`config.mk`:
```
export PLATFORM = sky130hd
export DESIGN_NAME = hd_sync_gain
export DESIGN_NICKNAME = d
export VERILOG_FILES = /design/src/rtl/hdg_pkg.sv /design/src/rtl/hdg_scale.sv /design/src/rtl/hdg_tri_phase.sv /design/src/rtl/hd_sync_gain.sv
export SDC_FILE = /design/constraint.sdc
export NUM_CORES = 1
export LEC_CHECK = 0
export BUFFER_PORTS_ARGS = -buffer_cell sky130_fd_sc_hd__buf_2
export CAP_MARGIN = 25
export CORE_MARGIN = 2
export CORE_UTILIZATION = 30
export CTS_BUF_LIST = sky130_fd_sc_hd__clkbuf_4 sky130_fd_sc_hd__clkbuf_8
export CTS_CLUSTER_SIZE = 14
export DETAILED_ROUTE_END_ITERATION = 7
export SETUP_SLACK_MARGIN = 0.2
export SLEW_MARGIN = 0
export SYNTH_ARGS = -nofsm -noshare
export SYNTH_HDL_FRONTEND = slang
export SYNTH_SLANG_ARGS = --single-unit
```
`constraint.sdc`:
```
create_clock -name clk -period 13.19 [get_ports clk]
set_clock_uncertainty 0.15 [all_clocks]
set_input_delay 1.319 -clock clk [delete_from_list [all_inputs] [get_ports clk]]
set_output_delay 1.319 -clock clk [all_outputs]
set_load 0.01 [all_outputs]
```
`src/rtl/hdg_pkg.sv`:
```
package hdg_pkg;
    // Fixed-point gain used in reduced mode: NUM / 2**SH ~= 0.69
    localparam int GAIN_NUM   = 707;
    localparam int GAIN_SHIFT = 10;
    localparam int NCH        = 3;
endpackage

```
`src/rtl/hdg_scale.sv`:
```
module hdg_scale #(
    parameter int DW    = 10,
    parameter int NUM   = 707,
    parameter int SH    = 10,
    parameter int OFS   = 317
) (
    input  logic [DW-1:0] x,
    output logic [DW-1:0] y
);
    localparam int PW = DW + SH + 1;
    localparam logic [PW-1:0] NUM_C  = PW'(NUM);
    localparam logic [PW-1:0] HALF_C = PW'(1 << (SH - 1));
    localparam logic [DW-1:0] OFS_C  = DW'(OFS);

    logic [PW-1:0] prod;
    logic [PW-1:0] shifted;

    always_comb begin
        prod    = PW'(x) * NUM_C + HALF_C;
        shifted = prod >> SH;
        y       = DW'(shifted) + OFS_C;
    end
endmodule

```
`src/rtl/hdg_tri_phase.sv`:
```
module hdg_tri_phase #(
    parameter int HALF_W = 32
) (
    input  logic clk,
    input  logic rst_n,
    input  logic sync_in,
    output logic high_q
);
    localparam int CW = $clog2(HALF_W + 1) + 1;
    localparam logic [CW-1:0] HALF_C = CW'(HALF_W);

    typedef struct packed {
        logic [CW-1:0] run;
        logic          high;
    } tri_st_t;

    tri_st_t st_d, st_q;

    always_comb begin
        st_d = st_q;
        if (sync_in) begin
            st_d.run  = (st_q.run >= HALF_C) ? st_q.run : st_q.run + CW'(1);
            st_d.high = (st_q.run >= HALF_C);
        end else begin
            st_d.run  = '0;
            st_d.high = 1'b0;
        end
    end

    always_ff @(posedge clk) begin
        if (!rst_n) st_q <= '0;
        else        st_q <= st_d;
    end

    assign high_q = st_q.high;

    // run length never exceeds its saturation point
    p_run_bounded_r6: assert property (@(posedge clk) disable iff (!rst_n)
        st_q.run <= HALF_C);
endmodule

```
`src/rtl/hd_sync_gain.sv`:
```
module hd_sync_gain #(
    parameter int DW     = 10,
    parameter int HALF_W = 32
) (
    input  logic          clk,
    input  logic          rst_n,
    input  logic          cfg_reduce,
    input  logic          cfg_trilevel,
    input  logic          cfg_ypbpr,
    input  logic [DW-1:0] pix_ch0,
    input  logic [DW-1:0] pix_ch1,
    input  logic [DW-1:0] pix_ch2,
    input  logic          sync_in,
    input  logic          blank_in,
    output logic [DW-1:0] dac_ch0,
    output logic [DW-1:0] dac_ch1,
    output logic [DW-1:0] dac_ch2
);
    import hdg_pkg::*;

    localparam int FULL   = (1 << DW) - 1;
    localparam int SPAN   = (FULL * GAIN_NUM + (1 << (GAIN_SHIFT - 1))) >> GAIN_SHIFT;
    localparam int OFS    = FULL - SPAN;
    localparam int TRI_HI = 2 * OFS;
    localparam int MID    = 1 << (DW - 1);
    localparam logic [DW-1:0] OFS_C = DW'(OFS);
    localparam logic [DW-1:0] TRI_C = DW'(TRI_HI);
    localparam logic [DW-1:0] MID_C = DW'(MID);

    typedef struct packed {
        logic                   reduce;
        logic                   tri_lvl;
        logic                   ypbpr;
        logic                   sync;
        logic                   blank;
        logic [NCH-1:0][DW-1:0] raw;
        logic [NCH-1:0][DW-1:0] scaled;
    } s1_t;

    typedef struct packed {
        logic [NCH-1:0][DW-1:0] dac;
    } s2_t;

    s1_t s1_d, s1_q;
    s2_t s2_d, s2_q;

    logic [NCH-1:0][DW-1:0] pix_in;
    logic [NCH-1:0][DW-1:0] pix_scaled;
    logic                   tri_high_q;

    assign pix_in = {pix_ch2, pix_ch1, pix_ch0};

    for (genvar gi = 0; gi < NCH; gi++) begin : g_scale
        hdg_scale #(
            .DW (DW),
            .NUM(GAIN_NUM),
            .SH (GAIN_SHIFT),
            .OFS(OFS)
        ) i_scale (
            .x(pix_in[gi]),
            .y(pix_scaled[gi])
        );
    end

    hdg_tri_phase #(.HALF_W(HALF_W)) i_tri (
        .clk    (clk),
        .rst_n  (rst_n),
        .sync_in(sync_in),
        .high_q (tri_high_q)
    );

    // Stage 1: capture pixels, scaled pixels, timing and configuration
    always_comb begin
        s1_d.reduce  = cfg_reduce;
        s1_d.tri_lvl = cfg_trilevel;
        s1_d.ypbpr   = cfg_ypbpr;
        s1_d.sync    = sync_in;
        s1_d.blank   = blank_in;
        s1_d.raw     = pix_in;
        s1_d.scaled  = pix_scaled;
    end

    // Stage 2: select the output code per channel
    always_comb begin
        s2_d = s2_q;
        for (int ch = 0; ch < NCH; ch++) begin
            if (!s1_q.reduce) begin
                if (s1_q.blank)
                    s2_d.dac[ch] = (ch != 0 && s1_q.ypbpr) ? MID_C : '0;
                else
                    s2_d.dac[ch] = s1_q.raw[ch];
            end else if (s1_q.sync) begin
                if (ch == 0)
                    s2_d.dac[ch] = (s1_q.tri_lvl && tri_high_q) ? TRI_C : '0;
                else
                    s2_d.dac[ch] = OFS_C;
            end else if (s1_q.blank) begin
                s2_d.dac[ch] = OFS_C;
            end else begin
                s2_d.dac[ch] = s1_q.scaled[ch];
            end
        end
    end

    always_ff @(posedge clk) begin
        if (!rst_n) begin
            s1_q <= '0;
            s2_q <= '0;
        end else begin
            s1_q <= s1_d;
            s2_q <= s2_d;
        end
    end

    assign dac_ch0 = s2_q.dac[0];
    assign dac_ch1 = s2_q.dac[1];
    assign dac_ch2 = s2_q.dac[2];

    // Assertion support: cycles since reset, configuration vector
    logic [1:0] age_q;
    logic [2:0] cfg_v;
    assign cfg_v = {cfg_reduce, cfg_trilevel, cfg_ypbpr};

    always_ff @(posedge clk) begin
        if (!rst_n)           age_q <= '0;
        else if (age_q != 2'd3) age_q <= age_q + 2'd1;
    end

    p_passthru_r1: assert property (@(posedge clk) disable iff (!rst_n)
        (age_q == 2'd3 && cfg_v == $past(cfg_v) && cfg_v == $past(cfg_v, 2)
         && !$past(cfg_reduce, 2) && !$past(blank_in, 2))
        |-> (dac_ch1 == $past(pix_ch1, 2)));

    p_video_floor_r2: assert property (@(posedge clk) disable iff (!rst_n)
        (age_q == 2'd3 && cfg_v == $past(cfg_v) && cfg_v == $past(cfg_v, 2)
         && $past(cfg_reduce, 2) && !$past(sync_in, 2) && !$past(blank_in, 2))
        |-> (dac_ch0 >= OFS_C && dac_ch2 >= OFS_C));

    p_bilevel_r5: assert property (@(posedge clk) disable iff (!rst_n)
        (age_q == 2'd3 && cfg_v == $past(cfg_v) && cfg_v == $past(cfg_v, 2)
         && $past(cfg_reduce, 2) && !$past(cfg_trilevel, 2) && $past(sync_in, 2))
        |-> (dac_ch0 == '0));

    p_tri_order_r6: assert property (@(posedge clk) disable iff (!rst_n)
        (age_q == 2'd3 && cfg_v == $past(cfg_v) && cfg_v == $past(cfg_v, 2)
         && cfg_v == $past(cfg_v, 3) && cfg_reduce && cfg_trilevel && dac_ch0 == TRI_C)
        |-> ($past(dac_ch0) == '0 || $past(dac_ch0) == TRI_C));

    p_side_blank_r7: assert property (@(posedge clk) disable iff (!rst_n)
        (age_q == 2'd3 && cfg_v == $past(cfg_v) && cfg_v == $past(cfg_v, 2)
         && $past(cfg_reduce, 2) && $past(sync_in, 2))
        |-> (dac_ch1 == OFS_C && dac_ch2 == OFS_C));
endmodule

```
==> results.sh, run 1 <==
export IMPL_outcome="finished clean"
export IMPL_p_int_mw=0.907
export IMPL_required_ps=13370
export IMPL_final_core_util_pct=33.7
export IMPL_cts_made_buffers=9
export IMPL_nNetsFinal=1287
export IMPL_clk_pin_slew_ps=110
export IMPL_synth_edf_count=0
export IMPL_place_inst=1378
export IMPL_max_freq_ghz=0.174
export IMPL_antenna_found_initial=1
export IMPL_p_seq_share_pct=23.9
export IMPL_switching_share_pct=43.2
export IMPL_path_cells="buf_2 -> ha_1 -> inv_1 -> fa_1 -> fa_1 -> inv_1 -> ha_1 -> fa_1 -> ha_1 -> and3_1 -> o31a_1 -> nor2_1 -> a21oi_2 -> a311oi_1 -> xor2_1 -> or2_2 -> a211oi_1 -> mux2i_1"
export IMPL_syn_inst=947
export IMPL_synth_commonest_cells="ha_1 (203), inv_1 (141), dfxtp_1 (103)"
export IMPL_ant_nets=0
export IMPL_power_share_combinational_pct=63.2
export IMPL_place_congestion=0.811
export IMPL_synth_top_area_cell="ha_1"
export IMPL_crit_path_start="pix_ch1[3]"
export IMPL_fin_crit_ps=5760
export IMPL_avgRoutedWirePerCell_um=13.6
export IMPL_synthDistinctLibCells=72
export IMPL_viasPerCell=4.65
export IMPL_synth_seq_cells=103
export IMPL_peakVddDrop_v=0.0000746
export IMPL_r2r_start="s1_q[64]$_SDFF_PN0_"
export IMPL_crit_slowest_cell="fa_1"
export IMPL_path_delay_family="adder cells"
export IMPL_drv_slew=0
export IMPL_dieArea_um2=30500
export IMPL_drc=0
export IMPL_dpl_hpwl_um=15500
export IMPL_root_buffer="clkbuf_8"
export IMPL_pin_count=67
export IMPL_numPortBuffers=66
export IMPL_yosys_most_used_dff="dfxtp_1"
export IMPL_synth_most_common_cell="ha_1"
export IMPL_synth_net_count=1229
export IMPL_clk_path_buf_depth=2
export IMPL_seq_area_frac_synth_pct=23.6
export IMPL_htreeDepth=3
export IMPL_critical_path_class="primary input to register"
export IMPL_worst_slew_pin_slew_ps=929
export IMPL_gr_total_overflow=0
export IMPL_grt_pass1_wl_um=32100
export IMPL_rrSetupSlack_ps=10780
export IMPL_syn_to_final_growth_pct=10.8
export IMPL_critPathArrivalTime_ps=5930
export IMPL_hold_buffers=0
export IMPL_syn_area_um2=8730
export IMPL_cts_tree="built"
export IMPL_async_flop_share_pct=0
export IMPL_core_um2=28700
export IMPL_cts_sinks=103
export IMPL_min_path_type="register to register"
export IMPL_setup_viol=0
export IMPL_critPathMaxFanout=6
export IMPL_cp_start_kind="primary input"
export IMPL_slowest_delay_ps=540
export IMPL_num_rows=62
export IMPL_dr_first_iter_drc_count=176
export IMPL_min_period_over_period_pct=43.7
export IMPL_wl_um=19000
export IMPL_instances_no_fill=1394
export IMPL_first_global_vias=6471
export IMPL_dr_pass1_iters=6
export IMPL_min_path_cells=2
export IMPL_power_share_clock_pct=12.9
export IMPL_relSlewSlack_pct=37.7
export IMPL_avgSynthCellArea_um2=9.22
export IMPL_tns_ps=0
export IMPL_end_kind="register"
export IMPL_netlist_area_leader_share_pct=29.1
export IMPL_rsz0062_at_grt="false"
export IMPL_crit_cells=18
export IMPL_max_cap_violations=0
export IMPL_die_y_um=175
export IMPL_vias=6486
export IMPL_min_delay_start="s1_q[48]$_SDFF_PN0_"
export IMPL_power_density_nw_per_um2=165
export IMPL_cts_resized=0
export IMPL_synth_area_leaders="ha_1 (29%), dfxtp_1 (24%), fa_1 (9.6%)"
export IMPL_postCtsSetupBuffers=0
export IMPL_clk_latency_ps=380
export IMPL_p_switching_mw=0.689
export IMPL_grt_use_total_pct=13.0
export IMPL_die_w_um=175
export IMPL_hold_viol=0
export IMPL_grt_max_degree=67
export IMPL_drive_above_1_share_pct=10.8
export IMPL_antenna_cells=0
export IMPL_reg2reg_depth=4
export IMPL_critical_path_buf_inv_count=3
export IMPL_initial_core_util_pct=30.4
export IMPL_leakagePower_nw=4.93
export IMPL_synth_warnings=0
worst register-to-register path, delay by kind of cell (launching register included):
kind | cells | cell delay (ps)
buffers and inverters | 1 | 330
and+or+nand+nor | 1 | 550
DFF | 1 | 780
AOI/OAI and AO/OA | 2 | 490
final timing paths:
path                                               to
worst min register to register  dac_ch1[8]$_SDFF_PN0_
worst max-delay path              s1_q[19]$_SDFF_PN0_
worst max register to register  dac_ch0[0]$_SDFF_PN0_
worst min-delay path            dac_ch1[8]$_SDFF_PN0_
per-layer routing:
layer | track usage, % | up-vias | wire length, um
met2 | 22.6 | 67 | 8910
met4 | 3.33 | 2 | 290
met3 | 2.31 | 23 | 601
met5 | 0 | - | 13
li1 | - | 3348 | -
met1 | 16.7 | 3046 | 9150
power by group through the flow:
stage               clock, mW  sequential, mW  combinational (mW)
finish                  0.205           0.382                1.01
global route            0.223           0.387                1.16
CTS                     0.212           0.383                1.02
detailed placement          0           0.390                1.01
global placement            0           0.390               0.994
floorplan                   0           0.386               0.817
registers in the layout, indices dropped and copies added, names as in the netlist:
name          count
s1_q             65
dac_ch0          10
dac_ch1          10
dac_ch2          10
i_tri.st_q        7
i_tri.high_q      1
final cells by class:
cell class | count | area, um2
Clock buffer | 10 | 131
Clock inverter | 6 | 67.6
Fill cell | 3027 | 19000
Inverter | 141 | 529
Multi-Input combinational cell | 681 | 6050
Sequential cell | 103 | 2060
Tap cell | 384 | 480
Timing Repair Buffer | 69 | 353
placed cells by master, fill, tap and decap left out, types with 3 or more instances in the layout:
| cell type | n |
|---|---|
| a31oi_1 | 7 |
| inv_1 | 140 |
| a21o_1 | 10 |
| and2_1 | 21 |
| o21ai_0 | 35 |
| a211oi_1 | 8 |
| a41oi_1 | 3 |
| nand4_1 | 8 |
| a22o_1 | 6 |
| mux2i_1 | 5 |
| ha_1 | 203 |
| a21boi_0 | 4 |
| clkbuf_8 | 9 |
| nand2_1 | 44 |
| nor4_1 | 4 |
| nand2b_1 | 3 |
| a21oi_1 | 39 |
| or3_1 | 3 |
| nor2_1 | 83 |
| buf_4 | 3 |
| a22oi_1 | 4 |
| buf_2 | 66 |
| xor2_1 | 20 |
| nand3_1 | 11 |
| xnor2_1 | 27 |
| or4_1 | 3 |
| a211o_1 | 3 |
| nand3b_1 | 3 |
| nand4b_1 | 4 |
| dfxtp_1 | 103 |
| nor3_1 | 11 |
| fa_1 | 42 |
| and3_1 | 9 |
| o311ai_0 | 3 |
| or2_2 | 7 |
per-stage QoR:
step	hold WS, ps	cell area, um2	setup slack, ps	total power, mW
finish	281	9670	7430	1.60
global route	300	9670	7160	1.77
CTS	284	9670	7430	1.61
detailed placement	275	9470	7040	1.40
global placement	271	9470	7100	1.38
floorplan	251	8730	7390	1.20
cell families after synthesis:
group	share of synthesized area, %
AOI/OAI and AO/OA	11.8
buffers and inverters	7.18
muxes	0.831
and+or+nand+nor	12.9
DFF	23.6
adders and majority gates	38.7
xor gates and xnor gates	4.97
No activity file was read; power rests on OpenSTA's default activity.
==> run 2: changes to the inputs <==
Settings changed: ABC_AREA set to 1.
Clock period 13.19 ns to 5.5 ns, I/O delays scaled along.
==> run 2 against run 1 <==
  * Non-clock buffer count increased by 2
  * Flip-flop and latch count did not move
  * Area after synthesis grew 12%
  * Sequential power rose by 140%
  * Global-route usage grew 1.3 points
  * Total power increased to 2.5 times the previous value
  * First-iteration DRC count grew 130%
  * Setup slack got worse by 6400 ps
  * Via count up 29%
  * Final area rose by 12%
  * Register-to-register slack worse by 7500 ps
  * Core utilization fell by 0.20 points
  * Largest power group unchanged
  * Highest routed layer is now met4
==> results.sh, run 2 <==
export IMPL_fin_crit_ps=4470
export IMPL_die_w_um=184
export IMPL_pin_count=67
export IMPL_min_delay_start="blank_in"
export IMPL_avgRoutedWirePerCell_um=12.4
export IMPL_synth_seq_cells=103
export IMPL_hold_viol=0
export IMPL_dpl_hpwl_um=19500
export IMPL_slowest_delay_ps=550
export IMPL_async_flop_share_pct=0
export IMPL_rrSetupSlack_ps=3300
export IMPL_min_path_type="primary input to register"
export IMPL_critical_path_class="primary input to register"
export IMPL_synthDistinctLibCells=37
export IMPL_max_cap_violations=0
export IMPL_relSlewSlack_pct=57.0
export IMPL_final_cell_mix="nand2_1 (336), inv_1 (310), ha_1 (203)"
export IMPL_initial_core_util_pct=30.3
export IMPL_reg2reg_depth=5
export IMPL_num_rows=66
export IMPL_gr_total_overflow=0
export IMPL_grt_max_degree=58
export IMPL_htreeDepth=3
export IMPL_cts_made_buffers=9
export IMPL_synth_warnings=0
export IMPL_nNetsFinal=1708
export IMPL_seq_area_frac_synth_pct=21.1
export IMPL_hold_buffers=0
export IMPL_min_path_cells=3
export IMPL_grt_use_total_pct=14.3
export IMPL_layout_commonest_cell="nand2_1"
export IMPL_rsz0062_at_grt="false"
export IMPL_end_kind="register"
export IMPL_synth_commonest_cells="nand2_1 (336), inv_1 (310), ha_1 (203)"
export IMPL_outcome="finished clean"
export IMPL_synth_most_common_cell="nand2_1"
export IMPL_critPathArrivalTime_ps=4630
export IMPL_syn_inst=1360
export IMPL_antenna_cells=0
export IMPL_r2r_end="dac_ch0[2]$_SDFF_PN0_"
export IMPL_syn_area_um2=9770
export IMPL_synth_top_area_cell="ha_1"
export IMPL_required_ps=5660
export IMPL_leakagePower_nw=6.40
export IMPL_clk_latency_ps=380
export IMPL_grt_pass1_wl_um=39000
export IMPL_yosys_most_used_dff="dfxtp_1"
export IMPL_core_um2=32300
export IMPL_cts_sinks=103
export IMPL_critical_path_buf_inv_count=3
export IMPL_crit_slowest_cell="fa_1"
export IMPL_numPortBuffers=66
export IMPL_die_y_um=184
export IMPL_min_period_over_period_pct=81.2
export IMPL_regMostFlops="s1_q"
export IMPL_cp_start_kind="primary input"
export IMPL_viasPerCell=4.45
export IMPL_worst_slew_pin_slew_ps=645
export IMPL_largest_register_ffs=65
export IMPL_critPathMaxFanout=4
export IMPL_max_freq_ghz=0.224
export IMPL_antenna_found_initial=0
export IMPL_wl_um=23100
export IMPL_dr_pass1_iters=5
export IMPL_ant_nets=0
export IMPL_cts_resized=0
export IMPL_vias=8336
export IMPL_place_area_um2=10600
export IMPL_synth_edf_count=0
export IMPL_cts_tree="built"
export IMPL_postCtsSetupBuffers=0
export IMPL_setup_viol=0
export IMPL_clk_pin_slew_ps=110
export IMPL_syn_to_final_growth_pct=10.7
export IMPL_tns_ps=0
export IMPL_path_cells="buf_2 -> ha_1 -> inv_1 -> fa_1 -> fa_1 -> inv_1 -> ha_1 -> fa_1 -> ha_1 -> nand2_1 -> nor2_1 -> nand2_1 -> nand3_1 -> nand2_1 -> and2_1 -> ha_1 -> nor2_2 -> nand2_1 -> nand2_1 -> nand2_1 -> a21oi_1"
export IMPL_min_to="s1_q[60]$_SDFF_PN0_"
export IMPL_root_buffer="clkbuf_8"
export IMPL_power_density_nw_per_um2=371
export IMPL_clk_path_buf_depth=2
export IMPL_place_congestion=0.888
export IMPL_path_common_cell="nand2_1"
export IMPL_path_delay_family="adder cells"
export IMPL_fin_area_um2=10800
export IMPL_drv_slew=0
export IMPL_avgSynthCellArea_um2=7.19
export IMPL_synth_net_count=1642
export IMPL_crit_cells=21
export IMPL_first_global_vias=8245
export IMPL_drive_above_1_share_pct=8.81
export IMPL_synth_area_leaders="ha_1 (26%), dfxtp_1 (21%), nand2_1 (13%)"
export IMPL_dieArea_um2=34000
export IMPL_dr_first_iter_drc_count=407
export IMPL_r2r_start="s1_q[64]$_SDFF_PN0_"
export IMPL_netlist_area_leader_share_pct=26.0
export IMPL_peakVddDrop_v=0.000122
export IMPL_drc=0
run 2: cell count changes after synthesis, moves of 17 or more:
cell / previous run / this run
nand2_1: 44 / 336
inv_1: 141 / 310
nand3_1: 11 / 78
a21oi_1: 39 / 69
xnor2_1: 27 / 4
and2_1: 21 / 3
xor2_1: 20 / 3
run 2: tightest hold or removal path: cells and delay by family:
| kind | cells | cell delay (ps) |
|---|---|---|
| buffers and inverters | 2 | 110 |
| AND/OR/NAND/NOR | 1 | 40 |
run 2: metrics by stage:
stage	power [mW]	worst slack, ps	utilization (%)	instances	hold WS (ps)
2_1_floorplan	2.98	1070	-	1360	272
3_3_place_gp	3.54	726	32.9	1856	285
3_5_place_dp	3.58	673	32.9	1856	287
4_1_cts	4.05	1090	33.5	1872	179
5_1_grt	4.52	716	33.5	1873	183
6_report	4.01	1030	33.5	1873	206
run 2: final cells by class:
cell class | instances | area, um2
Inverter | 315 | 1180
Clock inverter | 6 | 57.6
Fill cell | 3485 | 21500
Sequential cell | 103 | 2060
Timing Repair Buffer | 71 | 372
Tap cell | 442 | 553
Clock buffer | 10 | 131
Multi-Input combinational cell | 926 | 6460
run 2: where the power goes:
group | switching [mW] | leakage, nW | internal, mW | total, mW
Combinational | 1.70 | 5.45 | 0.935 | 2.64
Clock | 0.277 | 0.0945 | 0.177 | 0.455
Sequential | 0.0385 | 0.853 | 0.877 | 0.915
run 2: how the worst max path moves through the flow:
stage | from | to | slack [ps]
2_1_floorplan | pix_ch2[1] | s1_q[26]$_SDFF_PN0_ | 1070
3_3_place_gp | pix_ch1[3] | s1_q[19]$_SDFF_PN0_ | 730
3_5_place_dp | pix_ch1[3] | s1_q[19]$_SDFF_PN0_ | 670
4_1_cts | pix_ch1[3] | s1_q[19]$_SDFF_PN0_ | 1090
5_1_grt | pix_ch2[1] | s1_q[28]$_SDFF_PN0_ | 720
6_report | pix_ch2[1] | s1_q[28]$_SDFF_PN0_ | 1030
run 2: per-layer routing:
layer,global-route usage [%],part of all wire [%],vias up
li1,-,-,4377
met1,17.7,47,3824
met2,26.0,48,111
met3,1.92,3.1,24
met4,3.74,1.9,0
met5,0,0,-
run 2: cell families (layout without fill, tap and decap cells):
kind of cell | count (synthesis) | in the layout | synth area share [%]
buf+inv | 331 | 402 | 12.8
xor+xnor | 7 | 7 | 0.627
flops | 103 | 103 | 21.1
simple gates | 548 | 548 | 23.9
fa+ha+maj | 245 | 245 | 34.6
compound gates | 126 | 126 | 6.97
